**src/rtl/nib_core.sv**
```systemverilog
module nib_core #(
  parameter int PC_W      = 12,
  parameter int STK_DEPTH = 3
) (
  input  logic            clk,
  input  logic            rst_n,
  output logic [PC_W-1:0] pm_addr,
  input  logic [7:0]      pm_data,
  output logic [7:0]      ram_addr,
  output logic [3:0]      ram_wdata,
  output logic            ram_we,
  input  logic [3:0]      ram_rdata,
  output logic [3:0]      acc_out
);
  localparam int SP_W = (STK_DEPTH > 1) ? $clog2(STK_DEPTH) : 1;
  localparam logic [SP_W-1:0] SP_TOP = SP_W'(STK_DEPTH - 1);

  logic [PC_W-1:0] pc, pc_nxt, stk [STK_DEPTH];
  logic [SP_W-1:0] sp, sp_up, sp_dn;
  logic            phase;
  logic [7:0]      ir, alat;
  logic [3:0]      acc;
  logic [3:0]      rf [16];

  wire  [7:0] op   = phase ? ir : pm_data;
  wire  [3:0] opc  = op[7:4];
  wire  [3:0] fld  = op[3:0];
  wire  [7:0] arg  = pm_data;
  wire  [3:0] ev   = {fld[3:1], 1'b0};
  wire  [3:0] od   = {fld[3:1], 1'b1};
  wire  [3:0] rval = rf[fld];
  wire  [3:0] rinc = rval + 4'd1;
  wire  [PC_W-1:0] pc_inc = pc + 1'b1;

  wire two_word = (pm_data[7:4] == 4'h2 && !pm_data[0]) || pm_data[7:4] == 4'h4 ||
                  pm_data[7:4] == 4'h5 || pm_data[7:4] == 4'h7;
  wire need2 = !phase && two_word;
  wire go    = !need2;

  wire is_src = go && opc == 4'h2 && fld[0];
  wire is_isz = go && opc == 4'h7;
  wire is_wrm = go && opc == 4'hE && fld == 4'h0;
  wire is_rdm = go && opc == 4'hE && fld == 4'h9;

  assign sp_up = (sp == SP_TOP) ? '0 : sp + 1'b1;
  assign sp_dn = (sp == '0) ? SP_TOP : sp - 1'b1;

  assign pm_addr   = pc;
  assign ram_addr  = alat;
  assign ram_wdata = acc;
  assign ram_we    = is_wrm;
  assign acc_out   = acc;

  always_comb begin
    pc_nxt = pc_inc;
    if (go) begin
      case (opc)
        4'h4, 4'h5: pc_nxt = PC_W'({fld, arg});
        4'h7:       if (rinc != 4'd0) pc_nxt = {pc[PC_W-1:8], arg};
        4'hC:       pc_nxt = stk[sp_dn];
        default:    pc_nxt = pc_inc;
      endcase
    end
  end

  always_ff @(posedge clk) begin
    if (!rst_n) begin
      pc    <= '0;
      phase <= 1'b0;
      ir    <= '0;
      acc   <= '0;
      alat  <= '0;
      sp    <= '0;
      for (int i = 0; i < 16; i++) rf[i] <= '0;
      for (int i = 0; i < STK_DEPTH; i++) stk[i] <= '0;
    end else if (need2) begin
      ir    <= pm_data;
      phase <= 1'b1;
      pc    <= pc_inc;
    end else begin
      phase <= 1'b0;
      pc    <= pc_nxt;
      case (opc)
        4'h2: if (fld[0]) alat <= {rf[ev], rf[od]};
              else begin rf[ev] <= arg[7:4]; rf[od] <= arg[3:0]; end
        4'h5: begin stk[sp] <= pc_inc; sp <= sp_up; end
        4'h6, 4'h7: rf[fld] <= rinc;
        4'hA: acc <= rval;
        4'hB: begin acc <= rval; rf[fld] <= acc; end
        4'hC: begin acc <= fld; sp <= sp_dn; end
        4'hD: acc <= fld;
        4'hE: if (fld == 4'h9) acc <= ram_rdata;
        default: ;
      endcase
    end
  end


  reset_state_chk: assert property (@(posedge clk) disable iff (!rst_n)
    !$past(rst_n) |-> (pm_addr == '0 && acc_out == 4'd0 && ram_addr == 8'd0));

  second_byte_chk: assert property (@(posedge clk) disable iff (!rst_n)
    phase |-> pm_addr == PC_W'($past(pm_addr) + 1'b1));

  latch_hold_chk: assert property (@(posedge clk) disable iff (!rst_n)
    (ram_addr != $past(ram_addr)) |-> $past(is_src));

  write_keeps_acc_chk: assert property (@(posedge clk) disable iff (!rst_n)
    ram_we |=> $stable(acc_out));

  read_load_chk: assert property (@(posedge clk) disable iff (!rst_n)
    is_rdm |=> acc_out == $past(ram_rdata));

  isz_wrap_chk: assert property (@(posedge clk) disable iff (!rst_n)
    (is_isz && rinc == 4'd0) |=> pm_addr == PC_W'($past(pc) + 1'b1));

  stack_range_chk: assert property (@(posedge clk) disable iff (!rst_n)
    sp <= SP_TOP);
endmodule

```
**config.mk**
```make
export PLATFORM = sky130hd
export DESIGN_NAME = nib_core
export DESIGN_NICKNAME = d
export VERILOG_FILES = /design/src/rtl/nib_core.sv
export SDC_FILE = /design/constraint.sdc
export NUM_CORES = 1
export LEC_CHECK = 0
export CAP_MARGIN = 40
export CORE_MARGIN = 10
export CORE_UTILIZATION = 62
export CTS_BUF_LIST = sky130_fd_sc_hd__clkbuf_8
export DETAILED_ROUTE_END_ITERATION = 16
export PLACE_DENSITY = 0.81
export SLEW_MARGIN = 10
export SYNTH_ARGS = -nofsm -noshare
export SYNTH_HDL_FRONTEND = slang
export SYNTH_SLANG_ARGS = --single-unit
```
**constraint.sdc**
```tcl
create_clock -name clk -period 4.48 [get_ports clk]
set_clock_uncertainty 0.2 [all_clocks]
set_input_delay 0.672 -clock clk [delete_from_list [all_inputs] [get_ports clk]]
set_output_delay 0.672 -clock clk [all_outputs]
set_load 0.03 [all_outputs]
```
# Yosys cells after proc, flatten, opt, wreduce, memory -nomap -nowiden
# Memory sizes are Yosys's and may differ from the RTL's. A register that Yosys moved wholly into a read port is not among the register bits.
# Index checks and enable logic that the tools add are counted.
[word_totals] ff_bits=27 latchBits=0 ramBits=100 mem_bits_ro=0 in_bits=14 wordCells=101 memories=2
[memory_table] name="rf" words=16 word_bits=4 read_ports=3 rd_clocked_by_memory_dff=2 wr=16 line_no="23" rtl="logic [3:0] rf [16];"
[memory_table] name="stk" words=3 word_bits=12 read_ports=1 rd_clocked_by_memory_dff=0 wr=3 line_no="18" rtl="logic [PC_W-1:0] pc, pc_nxt, stk [STK_DEPTH];"
[classes] n_addsub=4 multipliers=0 div=0 magnitude_cmp=0 n_eq_ne=18 shifts=0 mux=41 bitwise=2 n_reduce_logical=28
[op_table] op="2-to-1 mux 12 bit" n=3
[op_table] op="case mux 12 bit (3 select lines)" n=1
[op_table] op="2-to-1 mux 4 bit" n=8
[op_table] op="equality test 4 x 3 -> 1 bit, second input constant" n=7
[op_table] op="equality test 4 bit, second input constant" n=6
[op_table] op="2-to-1 mux 1 bit" n=23
[op_table] op="adder 12 x 1 -> 12 bit, second input constant" n=1
[op_table] op="case mux 4 bit (3 select lines)" n=1
[op_table] op="OR reduction 12 bit" n=1
[op_table] op="OR reduction 4 bit" n=3
[op_table] op="equality test 4 x 2 -> 1 bit, second input constant" n=2
[op_table] op="2-to-1 mux 8 bit" n=1
[op_table] op="OR reduction 2 bit" n=4
[op_table] op="2-to-1 mux 2 bit" n=3
[op_table] op="AND reduction 3 bit" n=2
[op_table] op="zero test 1 bit" n=5
[op_table] op="adder 4 x 1 -> 4 bit, second input constant" n=1
[op_table] op="logical AND 1 bit" n=4
[op_table] op="zero test 4 bit" n=1
[op_table] op="case mux 2 bit (2 select lines)" n=1
[op_table] op="nonzero test 4 bit" n=1
[op_table] op="logical OR 1 bit" n=3
[op_table] op="inequality test 3 bit, second input constant" n=1
[op_table] op="nonzero test 3 bit" n=1
[op_table] op="other kinds (9)" n=9

# Longest topological paths before layout
# Gate-level depths: netlist (run 1).
[logic_depth] depth_word=12 depth_mapped=16 depth_no_buf=12

# Worst setup path after synthesis (run 1)
# Ideal clock, no wire load.
[synth_timing] kind="in2reg" startpoint="in pm_data[1]" endpoint="reg pc[2], in the netlist pm_addr[2]" setup_time_ns=0.070 t_arrival_ns=3.436 required_time_ns=4.210 path_slack_ns=0.774 cell_stages=15 path_buffers=3 cell_sequence="mux2_2 buf_6 buf_6 mux2i_1 o22ai_1 nor3_1 nor2_1 ha_1 nand2_1 or4b_1 mux2i_1 nor2_2 buf_6 o31ai_1 o2bb2ai_1"
[synth_between] elab_chain_cells=7
[synth_rtl] element="from (decl)" line_no="8" rtl="input logic [7:0] pm_data,"
[synth_rtl] element="2-to-1 mux 8 bit" line_no="25" rtl="wire [7:0] op = phase ? ir : pm_data;"
[synth_rtl] element="memory read (16 x 4 bit)"
[synth_rtl] element="adder 4 x 1 -> 4 bit" line_no="32" rtl="wire [3:0] rinc = rval + 4'd1;"
[synth_rtl] element="nonzero test 4 bit" line_no="59" rtl="4'h7: if (rinc != 4'd0) pc_nxt = {pc[PC_W-1:8], arg};"
[synth_rtl] element="2-to-1 mux 12 bit" line_no="59"
[synth_rtl] element="case mux 12 bit (3 select lines)" line_no="57" rtl="case (opc)"
[synth_rtl] element="2-to-1 mux 12 bit" line_no="76" rtl="end else if (need2) begin"
[synth_rtl] element="to (signal assigned)" line_no="79" rtl="pc <= pc_inc;"
[synth_rtl] element="to (signal assigned)" line_no="82" rtl="pc <= pc_nxt;"
[synth_rtl] element="to (decl)" line_no="18"
# Every way passes these cells. The select of a mux whose other input is x is not followed.
# A chain may end at the register's enable or synchronous reset.

# Worst setup path after layout (run 1)
[layout_timing] startpoint="in pm_data[1]" endpoint="reg pc[9], in the netlist pm_addr[9]"
[layout_between] elab_chain_cells=5
[layout_rtl] element="2-to-1 mux 8 bit *" line_no="25"
[layout_rtl] element="memory read (16 x 4 bit)"
[layout_rtl] element="adder 4 x 1 -> 4 bit" line_no="32"
[layout_rtl] element="nonzero test 4 bit" line_no="59"
[layout_rtl] element="inequality test 3 bit (no source line)"
# Every way passes the cells marked *; elsewhere a longest branch is shown, timed or not.

==> flow_summary_export.csv, run 1 <==
group,metric,value,unit
pwr,powerDensity,360.9,mW/mm2
worst_setup_path,path_cells,"clkdlybuf4s50_1 > mux2_2 > mux2i_1 > o22ai_1 > nor3_1 > nor2_1 > ha_1 > nand2_1 > or4b_1 > mux2i_1 > nor2_2 > or3_1 > a31oi_1",
cells_and_area,layout-drive-gt1-share,0.1312,
synthesis,synth_top_area_frac,0.4380,
cells_and_area,layout.nets,780,
clock_tree,clk_path_buf_depth,2,
clock_tree,clock_latency,0.47,ns
cells_and_area,diodes,0,
worst_setup_path,crit_slowest_cell,"clkdlybuf4s50_1",
sta,hold_slack,0.3011,ns
clock_tree,ctsHoldBuffers,0,
placement,portBuffers,42,
clock_tree,cts_buffers,17,
floorplanning,row_count,40,
worst_setup_path,crit_path_frequent_cell,"mux2i_1",
global_route,grt.total_usage,0.2660,
worst_setup_path,critPathMaxStageDelay,0.56,ns
worst_setup_path,start_kind,"primary input",
worst_setup_path,crit_family,"simple AND/OR/NAND/NOR gates",
clock_tree,cts.sinks,147,
cells_and_area,syn_to_final_growth,15.76,%
detailed_routing,vias,6643,
sta,finalMaxSlewViolations,0,
outcome,outcome,"complete, no violations",
floorplanning,fp.dieW,131.3,um
sta,timing.setup.tns,0,ns
synthesis,synth_top_cells_by_area,"edfxtp_1 (44%), dfxtp_1 (9.1%), mux2i_1 (7.2%)",
clock_tree,cts_tree,"done",
global_route,globalRoute.totalOverflow,0,
synthesis,synthArstFlopShare,0,
pwr,ir_worst_vdd,303.8,uV
sta,grt_setup_unrepaired,"no",
synthesis,syn_nets,713,
sta,hold_violations,0,
floorplanning,die_h,131.3,um
sta,relSlewSlack,0.4903,
synthesis,syn-mean-instance-area,11.13,um2
hold_path,hold_class,"reg2reg",
pwr,power_leakage,3.263,nW
clock_tree,clk_pin_slew_worst_paths,0.09,ns
worst_setup_path,cp.arrival,4.37,ns
synthesis,synth_edf_count,112,
worst_setup_path,crit_path_end_kind,"flip-flop",
floorplanning,io_pins,43,
global_route,antenna_found_initial,0,
synthesis,synth_cell_types,58,
floorplanning,die_area,0.01724,mm2
synthesis,ys_seq_area_frac,0.5292,
clock_tree,post_cts_resized,0,
synthesis,synth_cells,690,
flow_run,max_cap_violations,0,
detailed_routing,ant_nets,0,
detailed_routing,drt_iter0_markers,1201,
placement,globalplace.congestion,1.030,
detailed_routing,routed_via_density,7.082,
sta,fmax,239.8,MHz
clock_tree,h-tree-depth,4,
global_route,grt_pass1_wl,35980,um
cells_and_area,mostFrequentLayoutCells,"edfxtp_1 (112), o22ai_1 (84), nor2_1 (73)",
synthesis,ys_ff_latch,147,
sta,worst_slew_pin_slew,0.7617,ns
sta,period_needed,4.170,ns
sta,setup_violations,0,
worst_setup_path,crit_required,4.68,ns
cells_and_area,final_common_cell,"edfxtp_1",
detailed_routing,first_pass_iters,7,
detailed_routing,post_drt_wl_per_cell,25.06,um
clock_tree,clock-root-buffer,"clkbuf_8",
detailed_routing,post-route-drc-count,0,
worst_setup_path,crit_type,"in2reg",
synthesis,synth_area,0.007679,mm2
global_route,grt_pass1_vias,6241,
cells_and_area,fill_cells,829,
synthesis,ys_warn_count,0,
placement,dp_hpwl,16420,um
clock_tree,post_cts.repair.setup_buffers,0,
worst_setup_path,crit_buf_inv,1,
synthesis,yosysTopAreaCell,"edfxtp_1",
synthesis,synthFlopType,"edfxtp_1",
floorplanning,start_util,0.6366,
global_route,grt_max_degree,23,
worst_setup_path,cp_max_fo,19,
floorplanning,coreArea,0.01206,mm2
detailed_routing,finalWirelength,23510,um
sta,fin_crit_sh,0.9307,
==> cells in the mapped netlist, types with 6 or more instances <==
cell / count
a211oi_1: 9
a21oi_1: 14
a22o_1: 6
a31oi_1: 10
and3_1: 9
clkbuf_1: 28
dfxtp_1: 35
edfxtp_1: 112
ha_1: 9
inv_1: 17
mux2i_1: 55
mux4_2: 12
nand2_1: 63
nand3_1: 25
nor2_1: 73
nor3_1: 12
o21ai_0: 7
o22ai_1: 84
or3_1: 6
xnor2_1: 6
xor2_1: 6
==> power by group <==
part | switching (mW) | leakage [nW] | internal, mW
clock network | 0.564 | 0.203 | 0.511
logic | 0.368 | 1.64 | 0.208
registers | 0.0424 | 1.42 | 1.51
total | 0.974 | 3.26 | 2.23
==> cell type report <==
cell class                      count  area, um2  share of cell area
Sequential cell                   147       4064              0.4572
Multi-Input combinational cell    482       3336              0.3753
Timing Repair Buffer               90      800.8             0.09009
Clock buffer                       17      234.0             0.02632
Tap cell                          168      210.2             0.02365
Clock inverter                     15      172.7             0.01943
Inverter                           19      71.32            0.008024
==> metal layers <==
metal,global-route usage,vias up,share of wire
met4,0.1057,0,0.038
met1,0.3593,3123,0.39
met2,0.3828,592,0.43
met5,0,-,0
met3,0.09375,100,0.15
li1,-,2828,-
==> logic make-up (layout without fill, tap and decap cells) <==
family | after synthesis | after routing | synth area share
multiplexers | 76 | 76 | 0.1294
flip-flops | 147 | 147 | 0.5292
XOR/XNOR | 12 | 12 | 0.01369
AO/OA/AOI/OAI | 173 | 173 | 0.1509
AND/OR/NAND/NOR | 212 | 212 | 0.1258
buffers and inverters | 61 | 141 | 0.03634
adder cells (fa/ha/maj) | 9 | 9 | 0.01467
==> state kept, by name, indices dropped and copies added, names as in the netlist <==
register	count
sp	2
ram_addr	8
pm_addr	12
phase	1
acc_out	4
ir	8
stk	48
rf	64
==> final timing paths <==
path | startpoint | cells after the start | slack [ns] | to
min reg2reg | ir[7] | 1 | 0.30 | ir[7]
max | pm_data[1] | 13 | 0.31 | pm_addr[9]
max reg2reg | phase | 12 | 0.44 | pm_addr[9]
min | ir[7] | 1 | 0.30 | ir[7]
==> metrics by stage <==
stage               area [um2]  total power, mW  std cells    util  worst slack (ns)
floorplan                 7679            1.916        690       -            0.7738
global placement          8459            2.118        904  0.7013            0.1304
detailed placement        8482            2.136        906  0.7032          -0.02888
CTS                       8889            3.174        938  0.7369            0.4071
global route              8889            3.291        938  0.7369           0.06406
finish                    8889            3.208        938  0.7369            0.3105
(Power assumes the default switching activity.)
==> inputs of run 2 (changes only) <==
- CORE_ASPECT_RATIO: unset -> 1.1
==> run 2 against run 1 <==
  * Hold slack worse by 0.0046 ns
  * Highest routed layer unchanged
  * Critical endpoint is now pm_addr[8]
  * Final cell count is 0.85% lower
  * Total power is 1.6% lower
  * Combinational power is 0.9% lower
  * Routed wire length is 1.9% higher
  * First-iteration DRC count is 45% lower
  * Register-to-register slack worse by 0.07 ns
  * Clock-buffer cell count stayed put
  * Largest power group unchanged
==> flow_summary_export.csv, run 2 (synthesis results as in run 1) <==
group,metric,value,unit
clock_tree,post_cts.repair.setup_buffers,0,
detailed_routing,finalWirelength,23970,um
cells_and_area,regMostFlops,"rf",
detailed_routing,ant_nets,0,
clock_tree,post_cts_resized,0,
sta,fin_ws,0.2844,ns
worst_setup_path,start_kind,"primary input",
detailed_routing,vias,6353,
floorplanning,fp.dieW,126.1,um
sta,setup_violations,0,
floorplanning,die_area,0.01724,mm2
floorplanning,start_util,0.6353,
detailed_routing,drt_iter0_markers,659,
floorplanning,die_h,136.7,um
worst_setup_path,path_cells,"clkdlybuf4s50_1 > mux2_2 > mux2i_1 > o22ai_1 > nor3_1 > nor2_1 > ha_1 > nor4b_1 > nor2_4 > or3_1 > a31oi_1",
worst_setup_path,cp_max_fo,19,
hold_path,hold_class,"reg2reg",
placement,dp_hpwl,17460,um
cells_and_area,final_common_cell,"edfxtp_1",
cells_and_area,stdcell_count,930,
sta,fmax,238.3,MHz
placement,globalplace.congestion,1.003,
clock_tree,clk_pin_slew_worst_paths,0.09,ns
detailed_routing,routed_via_density,6.831,
cells_and_area,mostFrequentLayoutCells,"edfxtp_1 (112), o22ai_1 (84), nor2_1 (73)",
detailed_routing,post_drt_wl_per_cell,25.77,um
global_route,antenna_found_initial,0,
sta,worst_slew_pin_slew,0.8759,ns
clock_tree,cts_buffers,17,
worst_setup_path,crit_slowest_cell,"nor4b_1",
placement,dp_slack,-0.1267,ns
sta,relSlewSlack,0.4155,
worst_setup_path,cp.arrival,4.38,ns
sta,grt_setup_unrepaired,"no",
worst_setup_path,critPathMaxStageDelay,0.63,ns
global_route,grt.total_usage,0.2779,
clock_tree,clock_latency,0.47,ns
sta,hold_slack,0.2966,ns
global_route,grt_pass1_wl,37070,um
sta,hold_violations,0,
cells_and_area,fill_cells,851,
detailed_routing,first_pass_iters,5,
clock_tree,clock-root-buffer,"clkbuf_8",
global_route,grt_max_degree,24,
worst_setup_path,crit_type,"in2reg",
clock_tree,h-tree-depth,4,
pwr,power_leakage,3.283,nW
flow_run,max_cap_violations,0,
cells_and_area,diodes,0,
floorplanning,row_count,42,
worst_setup_path,crit_required,4.67,ns
worst_setup_path,crit_buf_inv,1,
pwr,powerDensity,354.3,mW/mm2
clock_tree,cts.sinks,147,
clock_tree,clk_path_buf_depth,2,
global_route,grt_pass1_vias,6383,
outcome,outcome,"complete, no violations",
cells_and_area,largest_reg_flops,64,
detailed_routing,post-route-drc-count,0,
cells_and_area,layout.nets,786,
cells_and_area,syn_to_final_growth,16.02,%
worst_setup_path,crit_path_end_kind,"flip-flop",
placement,place_inst,898,
floorplanning,io_pins,43,
sta,timing.setup.tns,0,ns
cells_and_area,layout-drive-gt1-share,0.1392,
sta,fin_crit_sh,0.9365,
worst_setup_path,crit_family,"simple AND/OR/NAND/NOR gates",
placement,placed_area,0.008518,mm2
clock_tree,cts_tree,"done",
floorplanning,coreArea,0.01209,mm2
global_route,globalRoute.totalOverflow,0,
clock_tree,ctsHoldBuffers,0,
placement,portBuffers,42,
cells_and_area,final_cell_area,0.008909,mm2
sta,finalMaxSlewViolations,0,
pwr,ir_worst_vdd,402.4,uV
sta,period_needed,4.196,ns
run 2: cell types whose count changed in the layout (fill, tap and decap cells not counted), sizes merged:
cell | previous run | this run
buf | 48 | 54
clkinv | 7 | 8
inv | 24 | 23
clkinvlp | 1 | 2
bufinv | 2 | 1
run 2: per-layer routing:
| metal | GRT usage | routed length (um) |
|---|---|---|
| met2 | 0.4864 | 12340 |
| met3 | 0.05418 | 1722 |
| met1 | 0.3102 | 8618 |
| met4 | 0.1633 | 1285 |
| met5 | 0 | 0 |
run 2: area by class of cell:
cell class	instances	area, um2	share of cell area
Sequential cell	147	4065	0.4563
Multi-Input combinational cell	482	3341	0.3750
Timing Repair Buffer	96	854.6	0.09593
Clock buffer	17	234.0	0.02626
Tap cell	154	192.7	0.02163
Clock inverter	15	150.1	0.01685
Inverter	19	71.32	0.008006
run 2: path summary, 6_finish.rpt:
check / from / endpoint / slack [ns] / cells after the start
worst min register to register: ir[7] / ir[7] / 0.30 / 1
worst max register to register: phase / pm_addr[8] / 0.37 / 12
worst min-delay path: ir[7] / ir[7] / 0.30 / 1
worst max-delay path: pm_data[1] / pm_addr[8] / 0.28 / 11
run 2: report_power, final:
| group | total [mW] | internal [mW] | switching, mW | leakage (nW) |
|---|---|---|---|---|
| combinational | 0.570 | 0.204 | 0.366 | 1.67 |
| clock | 1.03 | 0.454 | 0.576 | 0.191 |
| sequential | 1.56 | 1.51 | 0.0412 | 1.42 |
run 2: stage by stage:
stage,utilization,power (mW)
floorplan,-,1.916
global placement,0.7038,2.123
detailed placement,0.7048,2.138
CTS,0.7365,3.134
global route,0.7371,3.238
finish,0.7371,3.156
